### src/rtl/zs_enc_pkg.sv
`timescale 1ns/1ps
package zs_enc_pkg;

  localparam int WIN_E1 = 4;
  localparam int WIN_T1 = 8;
  localparam int POS_W  = 3;

  typedef enum logic [1:0] {
    SRC_RAW   = 2'd0,
    SRC_CODED = 2'd1,
    SRC_ONES  = 2'd2
  } src_e;

  typedef struct packed {
    src_e src;
    logic dat;
    logic rp;
    logic rn;
  } slot_t;

  typedef enum logic [1:0] {
    SYM_ZERO = 2'd0,
    SYM_MARK = 2'd1,
    SYM_VIOL = 2'd2,
    SYM_RAW  = 2'd3
  } sym_e;

  localparam slot_t SLOT_IDLE = '{src: SRC_RAW, dat: 1'b0, rp: 1'b0, rn: 1'b0};

  // Symbol at a given position of a substitution pattern.
  function automatic sym_e sub_symbol(input logic t1, input logic lead_b,
                                      input logic [POS_W-1:0] pos);
    sym_e s;
    s = SYM_ZERO;
    if (t1) begin
      case (pos)
        3'd3, 3'd6: s = SYM_VIOL;
        3'd4, 3'd7: s = SYM_MARK;
        default:    s = SYM_ZERO;
      endcase
    end else begin
      if (pos == 3'd3)                 s = SYM_VIOL;
      else if (pos == 3'd0 && lead_b)  s = SYM_MARK;
    end
    return s;
  endfunction

endpackage

### src/rtl/zs_strobe_gen.sv
`timescale 1ns/1ps
module zs_strobe_gen #(
  parameter int STALL_LIM = 330,
  parameter int REF_DIV   = 16
) (
  input  logic clk,
  input  logic rst,
  input  logic bit_en,
  input  logic fb_allow,
  output logic adv
);
  localparam int SW = $clog2(STALL_LIM + 1);
  localparam int RW = (REF_DIV > 1) ? $clog2(REF_DIV) : 1;

  logic [SW-1:0] idle_cnt;
  logic [RW-1:0] ref_cnt;
  logic          stalled;
  logic          ref_tick;

  assign stalled  = (idle_cnt == SW'(STALL_LIM));
  assign ref_tick = (ref_cnt == RW'(REF_DIV - 1));

  always_ff @(posedge clk) begin
    if (rst || bit_en)
      idle_cnt <= '0;
    else if (!stalled)
      idle_cnt <= idle_cnt + SW'(1);
  end

  always_ff @(posedge clk) begin
    if (rst || ref_tick)
      ref_cnt <= '0;
    else
      ref_cnt <= ref_cnt + RW'(1);
  end

  assign adv = bit_en | (fb_allow & stalled & ref_tick);

endmodule

### src/rtl/zs_delay_line.sv
`timescale 1ns/1ps
module zs_delay_line
  import zs_enc_pkg::*;
#(
  parameter int DEPTH = 8
) (
  input  logic                   clk,
  input  logic                   rst,
  input  logic                   adv,
  input  slot_t                  din,
  output slot_t [DEPTH-1:0]      taps
);
  slot_t stg [DEPTH];

  generate
    for (genvar g = 0; g < DEPTH; g++) begin : g_stage
      slot_t nxt;
      if (g == DEPTH - 1) begin : g_entry
        assign nxt = din;
      end else begin : g_shift
        assign nxt = stg[g+1];
      end
      always_ff @(posedge clk) begin
        if (rst)
          stg[g] <= SLOT_IDLE;
        else if (adv)
          stg[g] <= nxt;
      end
      assign taps[g] = stg[g];
    end
  endgenerate

endmodule

### src/rtl/zs_sub_head.sv
`timescale 1ns/1ps
module zs_sub_head
  import zs_enc_pkg::*;
#(
  parameter int DEPTH = 8
) (
  input  logic              clk,
  input  logic              rst,
  input  logic              adv,
  input  slot_t [DEPTH-1:0] taps,
  input  logic              ami_only,
  input  logic              std_t1,
  output logic              tx_pos,
  output logic              tx_neg
);
  slot_t            head;
  logic [DEPTH-1:0] zero_w;
  logic             run_ok;
  logic             start;
  sym_e             sym;

  logic             sub_act;
  logic             sub_t1;
  logic             sub_b00v;
  logic [POS_W-1:0] sub_pos;
  logic [POS_W-1:0] sub_last;
  logic             last_pol;  // 1: last mark was positive
  logic             parity;    // marks since last violation, mod 2

  assign head = taps[0];

  always_comb begin
    for (int i = 0; i < DEPTH; i++)
      zero_w[i] = (taps[i].src == SRC_CODED) && !taps[i].dat;
  end

  assign run_ok   = std_t1 ? (&zero_w[WIN_T1-1:0]) : (&zero_w[WIN_E1-1:0]);
  assign start    = !sub_act && !ami_only && run_ok;
  assign sub_last = sub_t1 ? POS_W'(WIN_T1 - 1) : POS_W'(WIN_E1 - 1);

  always_comb begin
    if (sub_act)
      sym = sub_symbol(sub_t1, sub_b00v, sub_pos);
    else if (start)
      sym = sub_symbol(std_t1, !parity, '0);
    else begin
      case (head.src)
        SRC_CODED: sym = head.dat ? SYM_MARK : SYM_ZERO;
        SRC_ONES:  sym = SYM_MARK;
        default:   sym = SYM_RAW;
      endcase
    end
  end

  always_ff @(posedge clk) begin
    if (rst) begin
      sub_act  <= 1'b0;
      sub_t1   <= 1'b0;
      sub_b00v <= 1'b0;
      sub_pos  <= '0;
    end else if (adv) begin
      if (sub_act) begin
        if (sub_pos == sub_last)
          sub_act <= 1'b0;
        else
          sub_pos <= sub_pos + POS_W'(1);
      end else if (start) begin
        sub_act  <= 1'b1;
        sub_pos  <= POS_W'(1);
        sub_t1   <= std_t1;
        sub_b00v <= !parity;
      end
    end
  end

  always_ff @(posedge clk) begin
    if (rst) begin
      tx_pos   <= 1'b0;
      tx_neg   <= 1'b0;
      last_pol <= 1'b0;
      parity   <= 1'b0;
    end else if (adv) begin
      case (sym)
        SYM_MARK: begin
          tx_pos   <= !last_pol;
          tx_neg   <= last_pol;
          last_pol <= !last_pol;
          parity   <= !parity;
        end
        SYM_VIOL: begin
          tx_pos <= last_pol;
          tx_neg <= !last_pol;
          parity <= 1'b0;
        end
        SYM_RAW: begin
          tx_pos <= head.rp & !head.rn;
          tx_neg <= head.rn & !head.rp;
        end
        default: begin
          tx_pos <= 1'b0;
          tx_neg <= 1'b0;
        end
      endcase
    end
  end

endmodule

### src/rtl/zs_line_encoder.sv
`timescale 1ns/1ps
module zs_line_encoder
  import zs_enc_pkg::*;
#(
  parameter int DEPTH     = 8,
  parameter int STALL_LIM = 330,
  parameter int REF_DIV   = 16
) (
  input  logic clk,
  input  logic rst,
  input  logic bit_en,
  input  logic nrz_in,
  input  logic ext_pos,
  input  logic ext_neg,
  input  logic lb_pos,
  input  logic lb_neg,
  input  logic dual_rail,
  input  logic ami_only,
  input  logic std_t1,
  input  logic all_ones,
  input  logic loop_en,
  output logic tx_pos,
  output logic tx_neg
);
  slot_t             in_slot;
  slot_t [DEPTH-1:0] taps;
  logic              adv;
  logic              fb_allow;

  assign fb_allow = all_ones & !loop_en;

  // Source priority: loopback, then all-ones, then dual-rail, then coder.
  always_comb begin
    in_slot = SLOT_IDLE;
    if (loop_en) begin
      in_slot.rp = lb_pos;
      in_slot.rn = lb_neg;
    end else if (all_ones) begin
      in_slot.src = SRC_ONES;
    end else if (dual_rail) begin
      in_slot.rp = ext_pos;
      in_slot.rn = ext_neg;
    end else begin
      in_slot.src = SRC_CODED;
      in_slot.dat = nrz_in;
    end
  end

  zs_strobe_gen #(.STALL_LIM(STALL_LIM), .REF_DIV(REF_DIV)) u_strobe (
    .clk(clk), .rst(rst), .bit_en(bit_en), .fb_allow(fb_allow), .adv(adv)
  );

  zs_delay_line #(.DEPTH(DEPTH)) u_delay (
    .clk(clk), .rst(rst), .adv(adv), .din(in_slot), .taps(taps)
  );

  zs_sub_head #(.DEPTH(DEPTH)) u_head (
    .clk(clk), .rst(rst), .adv(adv), .taps(taps),
    .ami_only(ami_only), .std_t1(std_t1),
    .tx_pos(tx_pos), .tx_neg(tx_neg)
  );

endmodule

### config.mk
export PLATFORM = sky130hd
export DESIGN_NAME = zs_line_encoder
export DESIGN_NICKNAME = d
export VERILOG_FILES = /design/src/rtl/zs_enc_pkg.sv /design/src/rtl/zs_strobe_gen.sv /design/src/rtl/zs_delay_line.sv /design/src/rtl/zs_sub_head.sv /design/src/rtl/zs_line_encoder.sv
export SDC_FILE = /design/constraint.sdc
export NUM_CORES = 1
export LEC_CHECK = 0
export BUFFER_PORTS_ARGS = -buffer_cell sky130_fd_sc_hd__clkbuf_2
export CORE_MARGIN = 2
export CORE_UTILIZATION = 65
export CTS_BUF_LIST = sky130_fd_sc_hd__clkbuf_8
export DETAILED_ROUTE_END_ITERATION = 6
export PLACE_DENSITY = 0.84
export SETUP_SLACK_MARGIN = 0.15
export SLEW_MARGIN = 20
export SYNTH_ARGS = -nofsm -noshare
export SYNTH_HDL_FRONTEND = slang
export SYNTH_SLANG_ARGS = --single-unit
### constraint.sdc
create_clock -name clk -period 5.6 [get_ports clk]
set_clock_uncertainty 0.15 [all_clocks]
set_input_delay 0.56 -clock clk [delete_from_list [all_inputs] [get_ports clk]]
set_output_delay 0.56 -clock clk [all_outputs]
set_load 0.02 [all_outputs]
# Yosys cells after proc, flatten, opt, wreduce, memory -nomap -nowiden
# Memories as Yosys holds them, arrays and structs flattened.
# Cells that the tools add are included.
[classes]
n_addsub = 3
eq_ne = 20
muxes = 40
bitwise_logic = 15
reduce_logical = 39
[ops]
columns = ["cell", "n"]
rows = [
  ["$mux W5", 8],
  ["$eq A2 B1 Y1 const B", 9],
  ["$mux W2", 9],
  ["$mux W3", 6],
  ["$logic_not A1 Y1", 15],
  ["$mux W1", 12],
  ["$logic_and A1 B1 Y1", 11],
  ["$add A9 B1 Y9 const B", 1],
  ["$eq A3 B3 Y1 const B", 3],
  ["$eq A9 B9 Y1 const B", 1],
  ["$or A1 B1 Y1", 9],
  ["$pmux W2 S2", 2],
  ["$reduce_and A8 Y1", 1],
  ["$eq A2 B2 Y1 const B", 3],
  ["$pmux W1 S3", 2],
  ["$reduce_and A3 Y1", 2],
  ["$and A1 B1 Y1", 5],
  ["$add A4 B1 Y4 const B", 1],
  ["$eq A4 B4 Y1 const B", 1],
  ["$reduce_and A2 Y1", 2],
  ["$reduce_and A4 Y1", 1],
  ["$reduce_bool A2 Y1", 2],
  ["$reduce_or A2 Y1", 2],
  ["$add A3 B1 Y3 const B", 1],
  ["7 further kinds", 8],
]
[word_totals]
reg_bits = 23
ramBits = 40
input_bits = 13
output_inout_bits = 2
elab_cells = 128
mem_count = 1
[mem_list]
columns = ["name", "depth", "width", "rd", "rd_ports_with_merged_regs", "write_ports", "line", "rtl"]
rows = [
  ["u_delay.stg", 8, 5, 8, 0, 8, "zs_delay_line.sv:13", "slot_t stg [DEPTH];"],
]

# Logic depth before layout (Yosys ltp)
# Gate-level depths: netlist of the first run.
# An unclocked memory read counts as a cell.
[logic_depth]
depth_word = 11
depth_mapped = 12

# Cells and area by module
# Synthesis of the first run repeated with hierarchy kept, for this count alone.
[hier_totals]
hier_cells = 258
hier_area_um2 = 3089.2
[by_module_without_submodules]
columns = ["module", "instances", "cells_each", "area_per_inst_um2", "seq_area_each_um2"]
rows = [
  ["zs_delay_line", 1, 89, 1607.8, 1201.2],
  ["zs_sub_head", 1, 96, 842.1, 200.2],
  ["zs_strobe_gen", 1, 64, 584.3, 260.2],
  ["zs_line_encoder", 1, 9, 55.1, 0.0],
]

# Worst setup path after synthesis of the first run
# Ideal clock, no wire load.
[synth_path]
kind = "input-to-reg"
from = "in ami_only"
to = "reg u_head.parity"
setup_ps = 71
t_arrival_ps = 2524
path_slack_ps = 2856
stages = 8
path_buffers = 0
cell_sequence = "nor4b_1 nand4_1 or3_1 a31oi_2 inv_1 ha_1 or4_1 a21oi_1"
[synth_between]
elab_chain_len = 8
[synth_rtl]
columns = ["item", "line", "rtl"]
rows = [
  ["start, declared", "zs_line_encoder.sv:18", "input logic ami_only,"],
  ["$logic_not A1 Y1 *", "zs_sub_head.sv:38", "assign start = !sub_act && !ami_only && run_ok;"],
  ["$logic_and A1 B1 Y1 * (2 in a row)", "zs_sub_head.sv:38", ""],
  ["$mux W2 *", "zs_sub_head.sv:44", "else if (start)"],
  ["$mux W2 *", "zs_sub_head.sv:42", "if (sub_act)"],
  ["$eq A2 B1 Y1 / $eq A2 B2 Y1 (equally long branches)", "zs_sub_head.sv:83", "case (sym)"],
  ["$reduce_bool A2 Y1 (no source line)", "--", ""],
  ["$reduce_and A2 Y1 (no source line)", "--", ""],
  ["end signal, assigned", "zs_sub_head.sv:88", "parity <= !parity;"],
  ["end, declared", "zs_sub_head.sv:28", "logic parity;"],
]
# Every way passes the cells marked *; elsewhere a longest branch is shown, timed or not.
# A chain may end at the register's enable or synchronous reset.

==> results of run 1 <==
==> state kept, by name (all words and copies together) (netlist names) <==
signal	cells
u_strobe.ref_cnt	4
u_head.sub_act	1
u_head.tx_pos	1
u_delay.stg	40
u_strobe.idle_cnt	9
u_head.sub_t1	1
u_head.sub_b00v	1
u_head.last_pol	1
u_head.tx_neg	1
u_head.parity	1
u_head.sub_pos	3
==> critical path, delay by kind of cell (launching register included) <==
kind                     cells  cell delay, ns
AND/OR/NAND/NOR              4            1.37
flip-flops                   1            0.39
AO/OA/AOI/OAI                2            0.48
adder cells (fa/ha/maj)      2            0.46
buffers and inverters        2            0.16
==> power by group through the flow <==
stage / Combinational [W] / Sequential, W / Clock [W]
global route: 0.0000686 / 0.000532 / 0.000446
global placement: 0.0000570 / 0.000538 / 0
finish: 0.0000611 / 0.000529 / 0.000422
floorplan: 0.0000426 / 0.000537 / 0
detailed placement: 0.0000602 / 0.000540 / 0
CTS: 0.0000611 / 0.000530 / 0.000430
==> Yosys cell counts, drive strengths merged, types with 2 or more instances <==
library cell	n	share of area (%)
o21ai	7	1.3
nor4b	4	1.2
nand4	2	0.43
edfxtp	40	41
nor3	3	0.68
a211oi	3	0.77
nor2	21	2.8
clkbuf	5	0.73
inv	14	1.8
ha	12	5.1
o211ai	4	1.0
and2	36	7.7
nor3b	4	1.4
buf	3	0.81
a31oi	2	0.64
or3	3	0.64
xor2	3	0.90
nand2b	2	0.43
xnor2	4	1.2
nor4bb	4	1.4
a21oi	8	1.4
dfxtp	23	16
mux2	3	1.2
nand3b	2	0.51
nand3	6	1.5
mux2i	6	2.1
nand2	11	1.4
==> layer usage <==
metal / vias up / wire length, um / global-route usage, %
met4: 0 / 89 / 11.32
met3: 9 / 172 / 5.128
met5: - / 0 / 0
met2: 38 / 2219 / 32.92
li1: 915 / - / -
met1: 889 / 2127 / 25.57
==> through the flow <==
stage               cells  cell area, um2  util [%]  worst slack [ns]
finish                323            3239     74.40             2.533
global route          323            3239     74.40             2.287
CTS                   323            3234     74.28             2.500
detailed placement    307            3022     69.40             2.461
global placement      307            3022     69.40             2.652
floorplan             248            2924         -             2.856
==> cells by family after synthesis <==
| group | count (synthesis) | share of synthesized area (%) |
|---|---|---|
| simple gates | 105 | 22.17 |
| flops | 63 | 56.82 |
| compound gates | 30 | 7.232 |
| buf+inv | 22 | 3.337 |
| fa+ha+maj | 12 | 5.135 |
| mux | 9 | 3.209 |
| xor+xnor | 7 | 2.097 |
==> worst max path at each step <==
stage                                  from            end  slack (ns)
after global routing      u_delay.stg[0][4]  u_head.parity        2.29
after detailed placement           ami_only  u_head.parity        2.46
final                     u_delay.stg[0][4]  u_head.parity        2.53
after CTS                 u_delay.stg[0][4]  u_head.parity        2.50
after global placement             ami_only  u_head.parity        2.65
after floorplan                    ami_only  u_head.parity        2.86
==> final cells by class <==
class                           count  area [um2]  area share (%)
Multi-Input combinational cell    163        1170           36.11
Clock buffer                        9       123.9           3.824
Clock inverter                      7       88.84           2.742
Sequential cell                    63        1662           51.29
Timing Repair Buffer               15       77.57           2.395
Inverter                           14       52.55           1.622
Tap cell                           52       65.06           2.008
==> flow_summary.yaml, run 1 <==
power:
  sequentialPowerShare_pct: 52.3
  power.density_nw_per_um2: 312.7
  power.switching_w: 0.0002229
  combPwrFrac_pct: 6.0
  power_leakage_nw: 1.245
  total_power_w: 0.001013
  switching_share_pct: 22.00
  ir_drop_mv: 0.1895
  p_int_w: 0.0007900
  pwr-share-clk_pct: 41.7
routing:
  drc: 0
  drt_wl_total_um: 4609
  first_iter_violations: 113
  firstDrtPassIters: 4
  wl_per_cell_um: 14.27
  vias: 1851
  via_per_inst: 5.731
  drtAntennaViolNets: 0
critical_path:
  worstSetupPathType: "register to register"
  arrival_ns: 3.19
  reg2reg_slack_ns: 2.53
  worstPathMaxFanout: 5
  crit_path_end_kind: "register"
  required_ns: 5.72
  max_stage_delay_ns: 0.48
  ff2ff_path_depth: 10
  r2r-end: "u_head.parity"
  path_cells: "inv_1, ha_1, nor4bb_1, nand4_1, or3_1, a31oi_2, inv_1, ha_1, or4_1, a21oi_1"
  startpoint_type: "register"
  r2r-start: "u_delay.stg[0][4]"
  crit_slowest_cell: "or4_1"
die:
  num_rows: 24
  dieArea_um2: 5051
  pin_count: 15
  core_um2: 4354
  die_y_um: 71.07
  die_w_um: 71.07
  initial_core_util_pct: 67.16
synthesis:
  netlist_instances: 248
  synth_edf_count: 40
  yosysSeqAreaShare_pct: 56.82
  async_flop_share_pct: 0
  synthDistinctLibCells: 50
  ys_ff_latch: 63
  syn_nets: 273
  syn_area_um2: 2924
  avgSynthCellArea_um2: 11.79
  yosys_warnings: 0
  ys.flop_type: "edfxtp_1"
global_route:
  track_usage_pct: 20.52
  antenna_found_initial: 0
  grt_max_degree: 41
  overflow: 0
  grt_pass1_wl_um: 7872
  grt_pass1_vias: 1759
layout:
  mostFrequentLayoutCell: "edfxtp_1"
  fin_nets: 291
  area.growth.synth_to_final_pct: 10.78
  num_antenna_cells: 0
  layout-drive-gt1-share_pct: 14.76
  fillers: 284
  final_cell_mix: "40 x edfxtp_1, 36 x and2_1, 23 x dfxtp_1, 20 x nor2_1, 15 x inv_1"
cts:
  path_clk_slew_ns: 0.07
  clock_latency_ns: 0.34
  cts_resized: 0
  numCtsBuffers: 9
  cts_max_level: 3
  clk_path_buf_depth: 2
  postCtsSetupRepairBufs: 0
  cts-root-buf: "clkbuf_8"
  cts_sinks: 63
  cts_hold_buf: 0
  cts_tree: "yes"
sta:
  clock.fmax_mhz: 326.1
  final.setup.tns_ns: 0
  period_needed_ns: 3.067
  setup-violations-final: 0
  fin_crit_sh_pct: 54.76
  final_hold_viol_count: 0
  tightestPinTransition_ns: 0.6701
  rsz0062_at_grt: "false"
  slew_violations: 0
  timing.hold.ws_ns: 0.3414
  relSlewSlack_pct: 55.05
hold_path:
  holdPathStages: 1
  hold_path.startpoint: "u_strobe.ref_cnt[0]"
  hold_path_end: "u_strobe.ref_cnt[0]"
  min_path_type: "register to register"
status:
  status: "completed"
place:
  dp_hpwl_um: 3065
  io_buffer_count: 14
  routabilityCongestion: 0.8266
run:
  max_cap_viol_count: 0
No activity file was read; power rests on OpenSTA's default activity.
==> run 2, diff against run 1 <==
- CORE_UTILIZATION: 65 -> 57
- PLACE_DENSITY: 0.84 -> 0.78
- clock period: 5.6 -> 2.7 ns (I/O delays scaled with it)
==> run 2 against run 1 <==
First-iteration DRC count shrank 16%. Clock-buffer cell count is the same. Wire length grew 5.1%. Largest power group unchanged. Highest routed layer unchanged.
==> flow_summary.yaml, run 2 (synthesized netlist as in run 1, its figures left out) <==
status:
  status: "completed"
critical_path:
  ff2ff_path_depth: 10
  arrival_ns: 2.69
  required_ns: 2.82
  r2r-start: "u_delay.stg[0][4]"
  worstSetupPathType: "register to register"
  startpoint_type: "register"
  worstPathMaxFanout: 2
  crit_path_end_kind: "register"
  cp-startpoint: "u_delay.stg[0][4]"
cts:
  clk_path_buf_depth: 2
  cts_max_level: 3
  clock_latency_ns: 0.33
  cts-root-buf: "clkbuf_8"
  numCtsBuffers: 9
  cts_sinks: 63
  cts_hold_buf: 0
  path_clk_slew_ns: 0.06
  cts_tree: "yes"
hold_path:
  min_path_type: "input port to register"
  hold_path.startpoint: "nrz_in"
  holdPathStages: 2
die:
  core_um2: 5042
  die_y_um: 75.63
  pin_count: 15
  dieArea_um2: 5719
  initial_core_util_pct: 57.99
  die_w_um: 75.63
  num_rows: 26
sta:
  slew_violations: 0
  final_hold_viol_count: 0
  tightestPinTransition_ns: 0.3869
  setup_ws_ns: 0.1308
  relSlewSlack_pct: 73.86
  fin_crit_sh_pct: 95.16
  final.setup.tns_ns: 0
  rsz0062_at_grt: "true"
  timing.hold.ws_ns: 0.06544
  clock.fmax_mhz: 389.2
  period_needed_ns: 2.569
  setup-violations-final: 0
layout:
  stdcell_count: 349
  largest-register: "u_delay.stg"
  layout-drive-gt1-share_pct: 21.51
  area.growth.synth_to_final_pct: 16.69
  fin_nets: 299
  mostFrequentLayoutCell: "edfxtp_1"
  top_regs: "u_delay.stg (40), u_strobe.idle_cnt (9), u_strobe.ref_cnt (4)"
  num_antenna_cells: 0
  largest_reg_flops: 40
  final_cell_mix: "40 x edfxtp_1, 36 x and2_1, 23 x dfxtp_1, 19 x nor2_1, 15 x inv_1"
  design_area_um2: 3412
global_route:
  overflow: 0
  met3_usage_pct: 5.952
  use_met2_pct: 30.53
  grt_pass1_wl_um: 7879
  grtUsageMet1_pct: 24.22
  grt_pass1_vias: 1744
  grt_most_used_layer: "met2"
  track_usage_pct: 19.23
  antenna_found_initial: 0
  grt_max_degree: 42
routing:
  wl_per_cell_um: 13.89
  vias: 1874
  drtAntennaViolNets: 0
  drc: 0
  firstDrtPassIters: 4
  via_per_inst: 5.370
  drt_wl_total_um: 4846
  first_iter_violations: 95
power:
  power.density_nw_per_um2: 615.9
  power_leakage_nw: 1.303
  ir_drop_mv: 0.4065
place:
  place_ws_ns: 0.004662
  io_buffer_count: 14
  routabilityCongestion: 0.7935
  dp.cells: 329
  placed_cell_area_um2: 3100
  dp_hpwl_um: 3080
run:
  max_cap_viol_count: 0
-- run 2: cell count changes in the layout (fill, tap and decap cells not counted), moves of 2 or more --
cell	delta
ha_2	+2
buf_4	+7
nor2_2	+2
ha_1	-3
-- run 2: critical path: stages (launching register included) --
cell	delay, ns
edfxtp_1	0.38
inv_1	0.07
ha_2	0.18
nor4bb_4	0.19
nand4_1	0.14
or3_4	0.37
a31oi_4	0.16
inv_2	0.06
ha_4	0.21
or4_4	0.47
a21oi_2	0.12
-- run 2: what timing repair did --
action | in CTS | in global routing
pin swaps | 1 | 4
endpoints found under the setup margin | 3 | 4
resized for setup | 2 | 15
setup buffers | 1 | 3
-- run 2: metal layers --
metal | up-vias | part of all wire, %
met2 | 27 | 49
met3 | 8 | 3.0
met5 | - | 0
met1 | 906 | 46
met4 | 0 | 1.8
li1 | 933 | -
-- run 2: where the power goes --
part	internal, W	total (W)	switching (W)	leakage, nW
clock network	0.000505	0.000847	0.000342	0.111
registers	0.00107	0.00110	0.0000261	0.630
logic	0.0000736	0.000155	0.0000812	0.562
total	0.00165	0.00210	0.000449	1.30
-- run 2: cell type report --
class / count / area, um2
clock buffer: 9 / 123.9
clock inverter: 7 / 80.08
fill: 380 / 1630
inverter: 14 / 52.55
multi-input combinational: 163 / 1256
sequential: 63 / 1662
tap: 70 / 87.58
timing repair buffer: 23 / 150.1
-- run 2: per-stage QoR --
stage	power (W)	util [%]
floorplan	0.001205	-
global placement	0.001248	61.49
detailed placement	0.001253	61.49
CTS	0.002102	65.81
global route	0.002182	67.67
finish	0.002101	67.67
-- run 2: final timing paths --
kind         slack (ns)                 end
max                0.13       u_head.parity
min                0.07  u_delay.stg[1][17]
max reg2reg        0.13       u_head.parity
min reg2reg        0.35     u_head.sub_b00v
==> run 3, diff against run 2 <==
- clock period: 2.7 -> 2.2 ns (I/O delays scaled with it)
==> run 3 against run 2 <==
The flow now finishes with violations (setup timing). Register-to-register slack got worse by 0.60 ns. Core utilization increased by 5.5 points. Global-route usage up 0.26 points. Worst hold slack got worse by 0.015 ns. First-iteration DRC count fell by 29%. Sequential power up 23%. Largest cell class unchanged.
==> flow_summary.yaml, run 3 (synthesized netlist as in run 1, its figures left out) <==
sta:
  clock.fmax_mhz: 374.4
  timing.hold.ws_ns: 0.05042
  relSlewSlack_pct: 66.87
  final_hold_viol_count: 0
  final.setup.tns_ns: -1.710
  setup-violations-final: 6
  period_needed_ns: 2.671
  fin_crit_sh_pct: 121.4
  slew_violations: 0
  tightestPinTransition_ns: 0.4946
  rsz0062_at_grt: "true"
  setup_ws_ns: -0.4709
power:
  power_leakage_nw: 1.443
  power.density_nw_per_um2: 700.2
  ir_drop_mv: 0.5476
  total_power_w: 0.002582
place:
  routabilityCongestion: 0.8965
  dp_hpwl_um: 3165
  io_buffer_count: 14
  place_ws_ns: -0.4313
die:
  dieArea_um2: 5719
  pin_count: 15
  die_w_um: 75.63
  num_rows: 26
  initial_core_util_pct: 57.99
  core_um2: 5042
  die_y_um: 75.63
routing:
  wl_per_cell_um: 14.07
  drt_wl_total_um: 5292
  via_per_inst: 5.301
  drc: 0
  vias: 1993
  first_iter_violations: 67
  drtAntennaViolNets: 0
  firstDrtPassIters: 4
global_route:
  overflow: 0
  grt_pass1_vias: 1854
  grt_max_degree: 42
  grt_pass1_wl_um: 8079
  antenna_found_initial: 0
  track_usage_pct: 19.49
status:
  status: "finished with violations"
  violations: "setup timing"
cts:
  path_clk_slew_ns: 0.08
  cts-root-buf: "clkbuf_8"
  cts_max_level: 3
  numCtsBuffers: 9
  cts_sinks: 63
  clock_latency_ns: 0.34
  cts_tree: "yes"
  clk_path_buf_depth: 2
layout:
  final_cell_mix: "40 x edfxtp_1, 36 x and2_1, 26 x buf_4, 22 x dfxtp_1, 18 x nor2_1"
  mostFrequentLayoutCell: "edfxtp_1"
  largest-register: "u_delay.stg"
  fillers: 332
  num_antenna_cells: 0
  largest_reg_flops: 40
  layout-drive-gt1-share_pct: 31.37
  fin_nets: 326
  top_regs: "u_delay.stg (40), u_strobe.idle_cnt (9), u_strobe.ref_cnt (4)"
  area.growth.synth_to_final_pct: 26.10
critical_path:
  crit_slowest_cell: "or4_1"
  arrival_ns: 2.80
  worstSetupPathType: "register to register"
  startpoint_type: "register"
  max_stage_delay_ns: 0.47
  required_ns: 2.33
  crit_path_end_kind: "register"
  worstPathMaxFanout: 3
  path_cells: "inv_1, ha_2, nor4bb_1, nand4_1, or3_4, a31oi_4, inv_2, ha_4, or4_1, a21oi_1"
  cp_num_buf_inv: 2
  path_delay_family: "simple AND/OR/NAND/NOR gates"
hold_path:
  min_path_type: "input port to register"
run:
  max_cap_viol_count: 0
run 3: per-layer routing:
layer  GRT usage [%]  part of all wire [%]  vias up
li1                -                     -      985
met1           24.21                    45      968
met2           30.92                    50       32
met3           7.540                   3.2        8
met4           7.602                   1.2        0
met5               0                     0        -
run 3: worst paths after layout:
kind,startpoint,end,slack (ns),depth (start not counted)
worst min-delay path,dual_rail,u_delay.stg[1][18],0.05,2
worst max register to register,u_delay.stg[0][4],u_head.parity,-0.47,10
worst min register to register,u_strobe.ref_cnt[0],u_strobe.ref_cnt[0],0.35,1
worst max-delay path,u_delay.stg[0][4],u_head.parity,-0.47,10
run 3: layout make-up:
type	count	area [um2]	area share (%)
Timing Repair Buffer	50	407.9	11.06
Clock inverter	7	72.57	1.968
Clock buffer	9	123.9	3.359
Sequential cell	63	1663	45.10
Multi-Input combinational cell	163	1276	34.61
Tap cell	70	87.58	2.375
Inverter	14	56.30	1.527
run 3: power by group:
part | switching [W] | internal (W) | total [W] | leakage (nW)
clock network | 0.000477 | 0.000524 | 0.00100 | 0.0956
logic | 0.000114 | 0.000118 | 0.000232 | 0.717
registers | 0.0000317 | 0.00132 | 0.00135 | 0.631
run 3: repair_timing:
item	4_1_cts	5_1_grt
buffers inserted	1	7
gates cloned	0	1
resized for setup	5	20
endpoints found under the setup margin	44	89
hold buffers	1	0
endpoints found under the hold margin	1	0
pin swaps	1	6
run 3: stage by stage:
stage          instances  util (%)  area (um2)
6_report             376     73.13        3687
3_3_place_gp         350     65.21        3288
3_5_place_dp         350     65.21        3288
4_1_cts              368     69.95        3527
5_1_grt              376     73.13        3687
2_1_floorplan        248         -        2955
